**src/rtl/cvt_seq_pkg.sv**
```systemverilog
package cvt_seq_pkg;

    typedef enum logic [2:0] {
        ST_WAKE,
        ST_IDLE,
        ST_CAL_OFS,
        ST_CAL_GAIN,
        ST_CONV
    } seq_state_t;

    typedef enum logic [1:0] {
        PEND_NONE,
        PEND_CAL,
        PEND_CONV
    } pend_t;

    localparam logic [1:0] CODE_WAKE = 2'd0;
    localparam logic [1:0] CODE_IDLE = 2'd1;
    localparam logic [1:0] CODE_CAL  = 2'd2;
    localparam logic [1:0] CODE_CONV = 2'd3;

endpackage

```
**src/rtl/cvt_half_en.sv**
```systemverilog
module cvt_half_en (
    input  logic clk,
    input  logic rst_n,
    output logic en_o
);

    always_ff @(posedge clk or negedge rst_n) begin
        if (!rst_n) en_o <= 1'b0;
        else        en_o <= ~en_o;
    end

    // the step enable alternates every master cycle
    p_en_alternate_r6: assert property (@(posedge clk) disable iff (!rst_n)
        en_o |=> !en_o);
    p_en_return_r6: assert property (@(posedge clk) disable iff (!rst_n)
        !en_o |=> en_o);

endmodule

```
**src/rtl/cvt_cmd_sync.sv**
```systemverilog
module cvt_cmd_sync #(
    parameter int CHAN_W = 1
) (
    input  logic              clk,
    input  logic              rst_n,
    input  logic              en,
    input  logic              cal_pin,
    input  logic              conv_pin,
    input  logic [CHAN_W-1:0] chan_pin,
    output logic              cal_both,
    output logic              conv_rise,
    output logic              conv_lvl,
    output logic [CHAN_W-1:0] chan_s
);

    localparam int VEC_W = CHAN_W + 2;

    logic [VEC_W-1:0] meta_q;
    logic [VEC_W-1:0] sync_q;
    logic             conv_prev_q;

    always_ff @(posedge clk or negedge rst_n) begin
        if (!rst_n) begin
            meta_q <= '0;
            sync_q <= '0;
        end else begin
            meta_q <= {cal_pin, conv_pin, chan_pin};
            sync_q <= meta_q;
        end
    end

    always_ff @(posedge clk or negedge rst_n) begin
        if (!rst_n)  conv_prev_q <= 1'b0;
        else if (en) conv_prev_q <= sync_q[CHAN_W];
    end

    assign conv_lvl  = sync_q[CHAN_W];
    assign chan_s    = sync_q[CHAN_W-1:0];
    assign cal_both  = sync_q[CHAN_W+1] & sync_q[CHAN_W];
    assign conv_rise = en & sync_q[CHAN_W] & ~conv_prev_q;

    // an edge is reported on one step only
    p_rise_single_r6: assert property (@(posedge clk) disable iff (!rst_n)
        conv_rise |=> !conv_rise);

endmodule

```
**src/rtl/cvt_tick_cnt.sv**
```systemverilog
module cvt_tick_cnt #(
    parameter int               CNT_W   = 10,
    parameter logic [CNT_W-1:0] RST_VAL = '0
) (
    input  logic             clk,
    input  logic             rst_n,
    input  logic             load,
    input  logic [CNT_W-1:0] load_val,
    input  logic             dec,
    output logic             zero
);

    logic [CNT_W-1:0] cnt_q;

    always_ff @(posedge clk or negedge rst_n) begin
        if (!rst_n)                     cnt_q <= RST_VAL;
        else if (load)                  cnt_q <= load_val;
        else if (dec && cnt_q != '0)    cnt_q <= cnt_q - 1'b1;
    end

    assign zero = (cnt_q == '0);

    // an expired count stays expired until reloaded
    p_hold_zero_r7: assert property (@(posedge clk) disable iff (!rst_n)
        (zero && !load) |=> zero);

endmodule

```
**src/rtl/cvt_sequencer.sv**
```systemverilog
module cvt_sequencer
    import cvt_seq_pkg::*;
#(
    parameter int CHAN_W      = 1,
    parameter int WAKE_CYCLES = 1800,
    parameter int CAL_CYCLES  = 1624,
    parameter int CONV_CYCLES = 1624
) (
    input  logic              clk,
    input  logic              rst_n,
    input  logic              cal_pin,
    input  logic              conv_pin,
    input  logic [CHAN_W-1:0] chan_pin,
    output logic [1:0]        state_o,
    output logic [CHAN_W-1:0] chan_o,
    output logic              ofs_done_o,
    output logic              gain_done_o,
    output logic              conv_done_o
);

    localparam int WAKE_TICKS = WAKE_CYCLES / 2;
    localparam int CAL_TICKS  = CAL_CYCLES / 2;
    localparam int CONV_TICKS = CONV_CYCLES / 2;
    localparam int MAX_A      = (WAKE_TICKS > CAL_TICKS) ? WAKE_TICKS : CAL_TICKS;
    localparam int MAX_TICKS  = (MAX_A > CONV_TICKS) ? MAX_A : CONV_TICKS;
    localparam int CNT_W      = $clog2(MAX_TICKS + 1);
    localparam logic [CNT_W-1:0] WAKE_LD = CNT_W'(WAKE_TICKS - 1);
    localparam logic [CNT_W-1:0] CAL_LD  = CNT_W'(CAL_TICKS - 1);
    localparam logic [CNT_W-1:0] CONV_LD = CNT_W'(CONV_TICKS - 1);

    logic              en;
    logic              cal_both;
    logic              conv_rise;
    logic              conv_lvl;
    logic [CHAN_W-1:0] chan_s;
    logic              cnt_zero;

    seq_state_t        st_q, st_n;
    pend_t             pend_q, pend_eff;
    logic [CHAN_W-1:0] pchan_q, pchan_eff;
    logic [CHAN_W-1:0] chan_q;

    logic              load;
    logic [CNT_W-1:0]  ld_val;
    logic              set_chan, chan_from_pend;
    logic              ofs_n, gain_n, done_n;
    logic              ofs_q, gain_q, done_q;

    cvt_half_en u_en (
        .clk   (clk),
        .rst_n (rst_n),
        .en_o  (en)
    );

    cvt_cmd_sync #(.CHAN_W(CHAN_W)) u_sync (
        .clk       (clk),
        .rst_n     (rst_n),
        .en        (en),
        .cal_pin   (cal_pin),
        .conv_pin  (conv_pin),
        .chan_pin  (chan_pin),
        .cal_both  (cal_both),
        .conv_rise (conv_rise),
        .conv_lvl  (conv_lvl),
        .chan_s    (chan_s)
    );

    cvt_tick_cnt #(.CNT_W(CNT_W), .RST_VAL(WAKE_LD)) u_cnt (
        .clk      (clk),
        .rst_n    (rst_n),
        .load     (load),
        .load_val (ld_val),
        .dec      (en),
        .zero     (cnt_zero)
    );

    // Command remembered during wake, including the current step
    always_comb begin
        pend_eff  = pend_q;
        pchan_eff = pchan_q;
        if (cal_both) begin
            pend_eff = PEND_CAL;
        end else if (conv_rise && pend_q != PEND_CAL) begin
            pend_eff  = PEND_CONV;
            pchan_eff = chan_s;
        end
    end

    // Next-state and strobe decode
    always_comb begin
        st_n           = st_q;
        load           = 1'b0;
        ld_val         = '0;
        set_chan       = 1'b0;
        chan_from_pend = 1'b0;
        ofs_n          = 1'b0;
        gain_n         = 1'b0;
        done_n         = 1'b0;
        if (en) begin
            unique case (st_q)
                ST_WAKE: begin
                    if (cnt_zero) begin
                        if (pend_eff == PEND_CAL) begin
                            st_n   = ST_CAL_OFS;
                            load   = 1'b1;
                            ld_val = CAL_LD;
                        end else if (pend_eff == PEND_CONV) begin
                            st_n           = ST_CONV;
                            load           = 1'b1;
                            ld_val         = CONV_LD;
                            set_chan       = 1'b1;
                            chan_from_pend = 1'b1;
                        end else begin
                            st_n = ST_IDLE;
                        end
                    end
                end
                ST_IDLE: begin
                    if (cal_both) begin
                        st_n   = ST_CAL_OFS;
                        load   = 1'b1;
                        ld_val = CAL_LD;
                    end else if (conv_rise) begin
                        st_n     = ST_CONV;
                        load     = 1'b1;
                        ld_val   = CONV_LD;
                        set_chan = 1'b1;
                    end
                end
                ST_CAL_OFS: begin
                    if (cnt_zero) begin
                        ofs_n  = 1'b1;
                        st_n   = ST_CAL_GAIN;
                        load   = 1'b1;
                        ld_val = CAL_LD;
                    end
                end
                ST_CAL_GAIN: begin
                    if (cnt_zero) begin
                        gain_n = 1'b1;
                        st_n   = ST_IDLE;
                    end
                end
                ST_CONV: begin
                    if (cal_both) begin
                        st_n   = ST_CAL_OFS;
                        load   = 1'b1;
                        ld_val = CAL_LD;
                    end else if (conv_rise) begin
                        load     = 1'b1;
                        ld_val   = CONV_LD;
                        set_chan = 1'b1;
                    end else if (cnt_zero) begin
                        done_n = 1'b1;
                        if (conv_lvl) begin
                            load   = 1'b1;
                            ld_val = CONV_LD;
                        end else begin
                            st_n = ST_IDLE;
                        end
                    end
                end
                default: st_n = ST_IDLE;
            endcase
        end
    end

    // State register
    always_ff @(posedge clk or negedge rst_n) begin
        if (!rst_n) st_q <= ST_WAKE;
        else        st_q <= st_n;
    end

    // Output and capture registers
    always_ff @(posedge clk or negedge rst_n) begin
        if (!rst_n) begin
            ofs_q   <= 1'b0;
            gain_q  <= 1'b0;
            done_q  <= 1'b0;
            chan_q  <= '0;
            pend_q  <= PEND_NONE;
            pchan_q <= '0;
        end else begin
            ofs_q  <= ofs_n;
            gain_q <= gain_n;
            done_q <= done_n;
            if (set_chan) chan_q <= chan_from_pend ? pchan_eff : chan_s;
            if (en && st_q == ST_WAKE) begin
                pend_q  <= pend_eff;
                pchan_q <= pchan_eff;
            end
        end
    end

    always_comb begin
        unique case (st_q)
            ST_WAKE:                 state_o = CODE_WAKE;
            ST_IDLE:                 state_o = CODE_IDLE;
            ST_CAL_OFS, ST_CAL_GAIN: state_o = CODE_CAL;
            ST_CONV:                 state_o = CODE_CONV;
            default:                 state_o = CODE_IDLE;
        endcase
    end

    assign chan_o      = chan_q;
    assign ofs_done_o  = ofs_q;
    assign gain_done_o = gain_q;
    assign conv_done_o = done_q;

    logic in_cal;
    assign in_cal = (st_q == ST_CAL_OFS) || (st_q == ST_CAL_GAIN);

    p_wake_exit_r2: assert property (@(posedge clk) disable iff (!rst_n)
        ($past(st_q == ST_WAKE) && st_q != ST_WAKE) |-> $past(cnt_zero));
    p_strobe_excl_r5: assert property (@(posedge clk) disable iff (!rst_n)
        $onehot0({ofs_q, gain_q, done_q}));
    p_ofs_then_gain_r5: assert property (@(posedge clk) disable iff (!rst_n)
        ofs_q |-> st_q == ST_CAL_GAIN);
    p_gain_then_idle_r5: assert property (@(posedge clk) disable iff (!rst_n)
        gain_q |-> st_q == ST_IDLE);
    p_done_one_cycle_r7: assert property (@(posedge clk) disable iff (!rst_n)
        done_q |=> !done_q);
    p_done_exit_r9: assert property (@(posedge clk) disable iff (!rst_n)
        done_q |-> (st_q == ST_CONV || st_q == ST_IDLE));
    p_chan_hold_cal_r10: assert property (@(posedge clk) disable iff (!rst_n)
        (in_cal && $past(in_cal)) |-> $stable(chan_q));

endmodule

```
**config.mk**
```make
export PLATFORM = sky130hd
export DESIGN_NAME = cvt_sequencer
export DESIGN_NICKNAME = d
export VERILOG_FILES = /design/src/rtl/cvt_seq_pkg.sv /design/src/rtl/cvt_half_en.sv /design/src/rtl/cvt_cmd_sync.sv /design/src/rtl/cvt_tick_cnt.sv /design/src/rtl/cvt_sequencer.sv
export SDC_FILE = /design/constraint.sdc
export NUM_CORES = 1
export LEC_CHECK = 0
export ABC_AREA = 0
export CAP_MARGIN = 5
export CORE_ASPECT_RATIO = 1.25
export CORE_UTILIZATION = 50
export CTS_CLUSTER_SIZE = 12
export DETAILED_ROUTE_END_ITERATION = 10
export PLACE_DENSITY = 0.73
export SETUP_SLACK_MARGIN = 0.1
export SYNTH_ARGS = -nofsm -noshare
export SYNTH_HDL_FRONTEND = slang
export SYNTH_SLANG_ARGS = --single-unit
```
**constraint.sdc**
```tcl
create_clock -name clk -period 2.17 [get_ports clk]
set_input_delay 0.434 -clock clk [delete_from_list [all_inputs] [get_ports clk]]
set_output_delay 0.434 -clock clk [all_outputs]
set_load 0.02 [all_outputs]
```
==> summary.txt, run 1 <==
failing checks: setup timing
Global Route Usage Sum: 23.4%
Seq/Total Area, Yosys: 48.9%
GPL Wtd Cong: 0.874
vias per cell: 5.76
Post-synth EDFFs: 0
multi-input combinational cell area: 782 sq um
synthesized netlist cell count: 143
final WL: 3.44 mm
FF+latch count, synth: 28
CP endpoint kind: flip-flop
Setup TNS: -2.37 ns
Reg area: 709 sq um
CTS tree: built
antenna cells: 0
Final Slew Violations: 0
RSZ-0062 raised after global routing: yes
I/O Pins: 11
# fillers: 201
H-tree lvl count: 1
largest net degree at the start of global routing: 29
critical path fanouts, max: 5
clock sinks: 28
Util after Layout: 71.9%
Core ar.: 2710 sq um
Syn Area/Cell: 10.1 sq um
1st-iter DRT viols: 38
max incr delay on CP: 0.42 ns
Crit path buffers/inverters: 1
Post-DRT Antenna Nets: 0
FMAX: 0.414 GHz
CP max-delay cell: dfrtp_1
worst skew pair latency: 0.33 ns
TritonCTS buffer count: 3
first-pass GRT wire length: 5.58 mm
post-route clock period utilization: 111%
crit-path cells: nor4bb_2 > o21ai_1 > a21boi_2 > inv_1 > ha_1 > nor2b_1 > o21a_1 > o32ai_4 > o211ai_4 > and2_1
PortBufs: 10
Root Driver: clkbuf_4
final hold vios: 0
Bufs on Longest Clock Path: 2
startpoint types: flip-flop
syn nets: 152
initial core utilization: 53.4%
Nets: 193
Final Critical Period: 2.42 ns
CP Data Arrival Time: 2.65 ns
Worst Setup Slack, final: -0.248 ns
GRT Residual Overflow: 0
leakage power: 0.860 nW
worst min-delay path category: flip-flop to flip-flop
Syn. warnings: 0
layout overhead on the synthesized area: 34.7%
vias in the first global route: 1,234
Synth Flop Type: dfrtp_1
worst clock skew: 0.00535 ns
Die ar.: 3110 sq um
drt first pass iters: 4
estimated wirelength of the detail-placed design: 2.11 mm
status: finished with violations
CTS clk-pin slew, worst paths: 0.15 ns
layout cells sized above 1: 33.3%
worst vdd ir: 0.715 mV
drc violations: 0
via count: 1,250
Die Y-Extent: 62.1 um
PwrDens: 1270 nW/um^2
Worst-Margin Slew: 0.677 ns
Post-synth ARST share: 100%
max-cap check violation count: 0
synthesized cell area: 1450 sq um
Die Wd: 50.1 um
Cell variety after synth: 42
FP Rows: 21
WS Path Type: flip-flop to flip-flop
initial antenna violation count: 0
Wirelength per Cell: 15.8 um
CP top delay family: compound AO/OA/AOI/OAI gates
Critical Path RT: 2.40 ns
Finished Layout Cells: 217
Slew headroom: 54.9%
final-report setup violation count: 13
Cells after DPL: 201
[through the flow]
stage	hold slack, ns	setup WS (ns)	cell area, sq um	total power, mW
finish	0.367	-0.248	1950	2.47
detailed placement	0.336	-0.288	1710	1.85
global placement	0.332	-0.191	1710	1.81
CTS	0.370	-0.229	1850	2.30
global route	0.376	-0.395	1950	2.61
floorplan	0.138	-0.112	1450	1.51
[path summary, 6_finish.rpt]
kind                                         start                to  slack, ns  cells past startpoint
worst max-delay path            u_sync.conv_prev_q    u_cnt.cnt_q[4]      -0.25                     10
worst min-delay path              u_sync.meta_q[2]  u_sync.sync_q[2]       0.37                      0
worst max register to register  u_sync.conv_prev_q    u_cnt.cnt_q[4]      -0.25                     10
worst min register to register    u_sync.meta_q[2]  u_sync.sync_q[2]       0.37                      0
max in group asynchronous                    rst_n    u_cnt.cnt_q[1]       1.41                      2
min in group asynchronous                    rst_n           st_q[1]       0.46                      2
[cell type report]
class / instances / area share [%]
clock inverter: 1 / 1.54
timing repair buffer: 39 / 16.6
multi-input combinational: 102 / 40.2
tap: 34 / 2.19
inverter: 10 / 1.93
sequential: 28 / 36.4
clock buffer: 3 / 1.16
[routing by layer]
layer / share of wire, % / GRT usage, %
met2: 53 / 41.0
met3: 4.2 / 3.19
met1: 39 / 28.1
met5: 0 / 0
met4: 3.3 / 8.93
[cells in the mapped netlist (all sizes together) (3+ instances only)]
master / n / area, sq um
dfrtp: 23 / 576
nand2: 16 / 60.1
inv: 10 / 37.5
nor3: 8 / 40.0
o21ai: 8 / 40.0
nor2: 7 / 26.3
or3: 7 / 48.8
dfstp: 5 / 131
xnor2: 5 / 43.8
ha: 4 / 50.1
mux2: 4 / 45.0
xor2: 4 / 35.0
a21boi: 3 / 22.5
a21oi: 3 / 15.0
and2: 3 / 18.8
clkbuf: 3 / 11.3
nor2b: 3 / 18.8
[registers in the layout (all words and copies together), names as in the netlist]
signal / flops
pend_q: 2
conv_done_o: 1
u_sync.conv_prev_q: 1
st_q: 3
ofs_done_o: 1
u_sync.sync_q: 3
pchan_q: 1
gain_done_o: 1
u_sync.meta_q: 3
chan_o: 1
u_en.en_o: 1
u_cnt.cnt_q: 10
[cell usage in the layout, fill, tap and decap left out, types with 5 or more instances in the layout]
cell              n
nor2_1            7
nand2_1          16
dfrtp_1          21
clkdlybuf4s50_1   8
or3_1             6
nor3_1            5
o21ai_0           6
dfstp_2           5
inv_1             8
xnor2_1           5
buf_4            27
[cells by family (layout without fill, tap and decap cells)]
logic type | count (synthesis) | after routing | synth area share [%]
flip-flops | 28 | 28 | 48.9
buffers and inverters | 14 | 53 | 3.72
AO/OA/AOI/OAI | 28 | 29 | 14.6
AND/OR/NAND/NOR | 56 | 56 | 20.7
multiplexers | 4 | 4 | 3.12
adder cells (fa/ha/maj) | 4 | 4 | 3.46
XOR/XNOR | 9 | 9 | 5.45
[worst reg2reg max path: cells and delay by family, from the launching register on]
kind / cells / cell delay [ns]
and+or+nand+nor: 3 / 0.65
adders and majority gates: 1 / 0.24
AOI/OAI and AO/OA: 5 / 0.97
buffers and inverters: 1 / 0.07
DFF: 1 / 0.42
[power by group]
group          total [mW]  switching, mW  leakage (nW)  internal (mW)
Combinational        1.26          0.651         0.504          0.609
Clock               0.343          0.156        0.0279          0.187
Sequential          0.866          0.163         0.328          0.703
Total                2.47          0.970         0.860           1.50
[what timing repair did]
item,in CTS,in global routing
buffers inserted,3,8
pin swaps,3,5
endpoints found under the setup margin,17,16
cloned,1,0
resized for setup,16,7
hold buffers,0,0
No activity file was read; power rests on OpenSTA's default activity.
==> run 2: changes to the inputs <==
==> constraint.sdc (replaced) <==
create_clock -name clk -period 2.17 [get_ports clk]
set_input_delay 0.434 -clock clk [delete_from_list [all_inputs] [get_ports clk]]
set_output_delay 0.434 -clock clk [all_outputs]
set_load 0.05 [all_outputs]
==> run 2 against run 1 <==
Effect of this change:
- the run still ends with setup timing left
- combinational power up 16%
- flip-flop and latch count did not move
- critical path depth is the same
- first-iteration DRC count is 16% lower
- register-to-register slack improved by 0.03 ns
- sequential power is 1% lower
- clock skew about the same
- hold slack about the same
- design area grew 3.2%
- critical endpoint is now u_cnt.cnt_q[6]
- highest routed layer unchanged
==> summary.txt, run 2 (synthesis gave the netlist of run 1 again) <==
status: finished with violations (unchanged)
failing checks: setup timing (unchanged)
PwrDens: 1270 nW/um^2 (about the same)
max-cap check violation count: 0 (unchanged)
Nets: 197 (was 193)
Global Route Usage Sum: 24.5% (was 23.4%)
layout cells sized above 1: 35.8% (was 33.3%)
Bufs on Longest Clock Path: 2 (unchanged)
Final Critical Period: 2.38 ns (was 2.42 ns)
Die Wd: 50.1 um (unchanged)
final-report setup violation count: 12 (was 13)
worst vdd ir: 0.924 mV (was 0.715 mV)
estimated wirelength of the detail-placed design: 2.25 mm (was 2.11 mm)
initial antenna violation count: 0 (unchanged)
TritonCTS buffer count: 3 (unchanged)
post-route clock period utilization: 110% (was 111%)
1st-iter DRT viols: 32 (was 38)
via count: 1,282 (was 1,250)
Die ar.: 3110 sq um (unchanged)
drc violations: 0 (unchanged)
initial core utilization: 53.4% (unchanged)
Setup TNS: -2.16 ns (was -2.37 ns)
CTS tree: built (unchanged)
layout overhead on the synthesized area: 39.0% (was 34.7%)
Core ar.: 2710 sq um (unchanged)
Critical Path RT: 2.40 ns (about the same)
startpoint types: flip-flop (unchanged)
critical path fanouts, max: 5 (unchanged)
CP Data Arrival Time: 2.61 ns (was 2.65 ns)
GRT Residual Overflow: 0 (unchanged)
Tot Pwr: 2.56 mW (was 2.47 mW)
worst skew pair latency: 0.32 ns (was 0.33 ns)
vias per cell: 5.80 (was 5.76)
H-tree lvl count: 1 (unchanged)
RSZ-0062 raised after global routing: yes (unchanged)
dpl ws: -0.302 ns (was -0.288 ns)
antenna cells: 0 (unchanged)
Final Slew Violations: 0 (unchanged)
FMAX: 0.420 GHz (was 0.414 GHz)
commonest non-fill, non-tap cell in the layout: buf_4 (unchanged)
final hold vios: 0 (unchanged)
clock sinks: 28 (unchanged)
most flop-heavy register: u_cnt.cnt_q (unchanged)
Slew headroom: 58.2% (was 54.9%)
leakage power: 0.891 nW (was 0.860 nW)
Worst-Margin Slew: 0.627 ns (was 0.677 ns)
PortBufs: 10 (unchanged)
Worst Hold Slack: 0.367 ns (about the same)
worst clock skew: 0.00489 ns (was 0.00535 ns)
worst min-delay path category: flip-flop to flip-flop (unchanged)
Worst Setup Slack, final: -0.214 ns (was -0.248 ns)
Wirelength per Cell: 15.8 um (about the same)
Post-DRT Antenna Nets: 0 (unchanged)
largest net degree at the start of global routing: 29 (unchanged)
Util after Layout: 74.2% (was 71.9%)
CP endpoint kind: flip-flop (unchanged)
GPL Wtd Cong: 0.870 (was 0.874)
first-pass GRT wire length: 5.75 mm (was 5.58 mm)
Root Driver: clkbuf_4 (unchanged)
WS Path Type: flip-flop to flip-flop (unchanged)
drt first pass iters: 4 (unchanged)
max reg flops: 10 (unchanged)
final WL: 3.48 mm (was 3.44 mm)
FP Rows: 21 (unchanged)
I/O Pins: 11 (unchanged)
CTS clk-pin slew, worst paths: 0.14 ns (was 0.15 ns)
vias in the first global route: 1,302 (was 1,234)
commonest cells after routing, fill and taps aside: buf_4, dfrtp_1, nand2_1 (unchanged)
Die Y-Extent: 62.1 um (unchanged)
-- run 2: power by group --
group          total, mW  internal [mW]  switching [mW]
Sequential         0.855          0.700           0.154
Combinational       1.46          0.693           0.763
Clock              0.246          0.103           0.143
-- run 2: final cells by class --
cell class                 count  area, sq um
clock buffer                   4         36.3
fill                         177          697
inverter                      10         37.5
multi-input combinational    102          808
sequential                    28          707
tap                           34         42.5
timing repair buffer          43          378
-- run 2: path summary, 6_finish.rpt --
| check | start | end | slack [ns] | cells after the start |
|---|---|---|---|---|
| max reg2reg | u_sync.conv_prev_q | u_cnt.cnt_q[6] | -0.21 | 10 |
| max in group asynchronous | rst_n | u_cnt.cnt_q[1] | 1.39 | 2 |
| max | u_sync.conv_prev_q | u_cnt.cnt_q[6] | -0.21 | 10 |
| min reg2reg | u_sync.meta_q[1] | u_sync.sync_q[1] | 0.37 | 0 |
| min | u_sync.meta_q[1] | u_sync.sync_q[1] | 0.37 | 0 |
| min in group asynchronous | rst_n | gain_done_o | 0.47 | 2 |
-- run 2: what timing repair did --
item / in CTS / in global routing
pin swaps: 8 / 5
cloned: 1 / 0
gates resized for setup: 20 / 9
hold buffers: 0 / 0
endpoints found under the setup margin: 15 / 17
buffers inserted: 14 / 5
-- run 2: metal layers --
metal  share of wire, %  routed length (um)  track usage (%)  vias up
li1                   -                   -                -      595
met1                 38                1330             27.6      620
met2                 54                1880             43.2       53
met3                4.5                 157             3.68       14
met4                3.3                 116             12.5        0
met5                  0                   0                0        -
-- run 2: stage by stage --
step	instance area, sq um	cells
2_1_floorplan	1450	143
3_3_place_gp	1710	201
3_5_place_dp	1710	201
4_1_cts	1950	218
5_1_grt	2010	221
6_report	2010	221
-- run 2: critical path, cell delays in order, from the launching register on --
cell,delay [ns]
dfrtp_1,0.41
nor4bb_2,0.33
o21ai_1,0.16
a21boi_1,0.17
inv_1,0.06
ha_1,0.23
nor2b_1,0.14
o21a_1,0.20
o32ai_4,0.27
o211ai_4,0.15
and2_1,0.18
==> run 3: changes to the inputs <==
--- a/config.mk
+++ b/config.mk
@@ -13,6 +13,7 @@
 export DETAILED_ROUTE_END_ITERATION = 10
 export PLACE_DENSITY = 0.73
 export SETUP_SLACK_MARGIN = 0.1
+export SKIP_CTS_REPAIR_TIMING = 1
 export SYNTH_ARGS = -nofsm -noshare
 export SYNTH_HDL_FRONTEND = slang
 export SYNTH_SLANG_ARGS = --single-unit
==> run 3 against run 2 <==
Effect of this change:
- the run still ends with setup timing left
- critical path type unchanged
- design area is 4.2% lower
- utilization decreased by 3.1 points
- setup slack lost 0.067 ns
- final cell count fell by 3.6%
- sequential power decreased by 0.7%
- via count fell by 5.0%
- clock power is essentially flat
- die area did not move
- sequential share of layout area is 1.6 points higher
- global-route usage decreased by 3.3 points
- largest power group unchanged
- highest routed layer unchanged
- clock skew fell by 0.0032 ns
- power fell by 5.4%
==> summary.txt, run 3 (synthesis gave the netlist of run 1 again) <==
status: finished with violations (unchanged)
failing checks: setup timing (unchanged)
drc violations: 0 (unchanged)
H-tree lvl count: 1 (unchanged)
post-route clock period utilization: 113% (was 110%)
most flop-heavy register: u_cnt.cnt_q (unchanged)
worst skew pair latency: 0.32 ns (about the same)
CTS tree: built (unchanged)
antenna cells: 0 (unchanged)
Worst Setup Slack, final: -0.280 ns (was -0.214 ns)
leakage power: 0.848 nW (was 0.891 nW)
worst vdd ir: 0.836 mV (was 0.924 mV)
Wirelength per Cell: 15.8 um (about the same)
Worst-Margin Slew: 0.718 ns (was 0.627 ns)
layout cells sized above 1: 31.3% (was 35.8%)
final-report setup violation count: 11 (was 12)
worst clock skew: 0.00168 ns (was 0.00489 ns)
final WL: 3.37 mm (was 3.48 mm)
initial core utilization: 53.4% (unchanged)
CP endpoint kind: flip-flop (unchanged)
critical path fanouts, max: 5 (unchanged)
Core ar.: 2710 sq um (unchanged)
Final Slew Violations: 0 (unchanged)
RSZ-0062 raised after global routing: yes (unchanged)
commonest cells after routing, fill and taps aside: dfrtp_1, buf_4, nand2_1 (was buf_4, dfrtp_1, nand2_1)
Root Driver: clkbuf_4 (unchanged)
1st-iter DRT viols: 43 (was 32)
initial antenna violation count: 0 (unchanged)
I/O Pins: 11 (unchanged)
Die Y-Extent: 62.1 um (unchanged)
via count: 1,218 (was 1,282)
Die ar.: 3110 sq um (unchanged)
Global Route Usage Sum: 21.2% (was 24.5%)
vias in the first global route: 1,182 (was 1,302)
Nets: 189 (was 197)
Finished Layout Cells: 213 (was 221)
GPL Wtd Cong: 0.870 (unchanged)
CTS clk-pin slew, worst paths: 0.14 ns (about the same)
drt first pass iters: 4 (unchanged)
clock sinks: 28 (unchanged)
max-cap check violation count: 0 (unchanged)
Setup TNS: -2.64 ns (was -2.16 ns)
PwrDens: 1260 nW/um^2 (was 1270 nW/um^2)
vias per cell: 5.72 (was 5.80)
final hold vios: 0 (unchanged)
dpl ws: -0.302 ns (unchanged)
max reg flops: 10 (unchanged)
TritonCTS buffer count: 3 (unchanged)
FP Rows: 21 (unchanged)
Cells after DPL: 201 (unchanged)
layout overhead on the synthesized area: 33.2% (was 39.0%)
estimated wirelength of the detail-placed design: 2.25 mm (unchanged)
worst min-delay path category: flip-flop to flip-flop (unchanged)
largest net degree at the start of global routing: 29 (unchanged)
Post-DRT Antenna Nets: 0 (unchanged)
Worst Hold Slack: 0.366 ns (was 0.367 ns)
PortBufs: 10 (unchanged)
Die Wd: 50.1 um (unchanged)
FMAX: 0.408 GHz (was 0.420 GHz)
Critical Path RT: 2.40 ns (about the same)
startpoint types: flip-flop (unchanged)
Final Critical Period: 2.45 ns (was 2.38 ns)
CP Data Arrival Time: 2.68 ns (was 2.61 ns)
WS Path Type: flip-flop to flip-flop (unchanged)
first-pass GRT wire length: 5.04 mm (was 5.75 mm)
GRT Residual Overflow: 0 (unchanged)
Slew headroom: 52.1% (was 58.2%)
Bufs on Longest Clock Path: 2 (unchanged)
[run 3: stage by stage]
stage / total power [mW] / instance area [sq um] / util [%]
after floorplan: 1.59 / 1450 / -
after global placement: 1.91 / 1710 / 63.3
after detailed placement: 1.98 / 1710 / 63.3
after CTS: 2.23 / 1750 / 64.7
after global routing: 2.57 / 1920 / 71.1
final: 2.42 / 1920 / 71.1
[run 3: cell type report]
| type | count | area (sq um) |
|---|---|---|
| repair buffers | 35 | 307 |
| flip-flops and latches | 28 | 707 |
| multi-input cells | 102 | 795 |
| well taps | 34 | 42.5 |
| inverters | 10 | 37.5 |
| clock buffers | 4 | 36.3 |
| fillers | 190 | 782 |
[run 3: critical path, stage by stage, from the launching register on]
cell	delay, ns
dfrtp_1	0.43
nor4bb_2	0.36
o21ai_1	0.15
a21boi_1	0.17
inv_1	0.06
ha_1	0.23
nor2b_1	0.14
o21a_1	0.20
o32ai_4	0.28
o211ai_4	0.17
and2_1	0.18
[run 3: final timing paths]
kind	slack, ns	endpoint	startpoint	cells past startpoint
worst min-delay path	0.37	u_sync.sync_q[0]	u_sync.meta_q[0]	0
worst max-delay path	-0.28	u_cnt.cnt_q[6]	u_sync.conv_prev_q	10
worst min register to register	0.37	u_sync.sync_q[0]	u_sync.meta_q[0]	0
max in group asynchronous	1.40	u_cnt.cnt_q[0]	rst_n	2
worst max register to register	-0.28	u_cnt.cnt_q[6]	u_sync.conv_prev_q	10
min in group asynchronous	0.47	st_q[0]	rst_n	2
[run 3: report_power, final]
| part | total, mW | leakage, nW | internal, mW | switching (mW) |
|---|---|---|---|---|
| Combinational | 1.32 | 0.497 | 0.589 | 0.736 |
| Sequential | 0.849 | 0.330 | 0.700 | 0.149 |
| Clock | 0.246 | 0.0210 | 0.103 | 0.143 |
| Total | 2.42 | 0.848 | 1.39 | 1.03 |
[run 3: per-layer routing]
metal	up-vias	part of all wire, %	track usage [%]
met2	46	53	36.7
met1	580	39	24.4
li1	576	-	-
met5	-	0	0
met3	16	3.8	3.19
met4	0	3.4	11.1
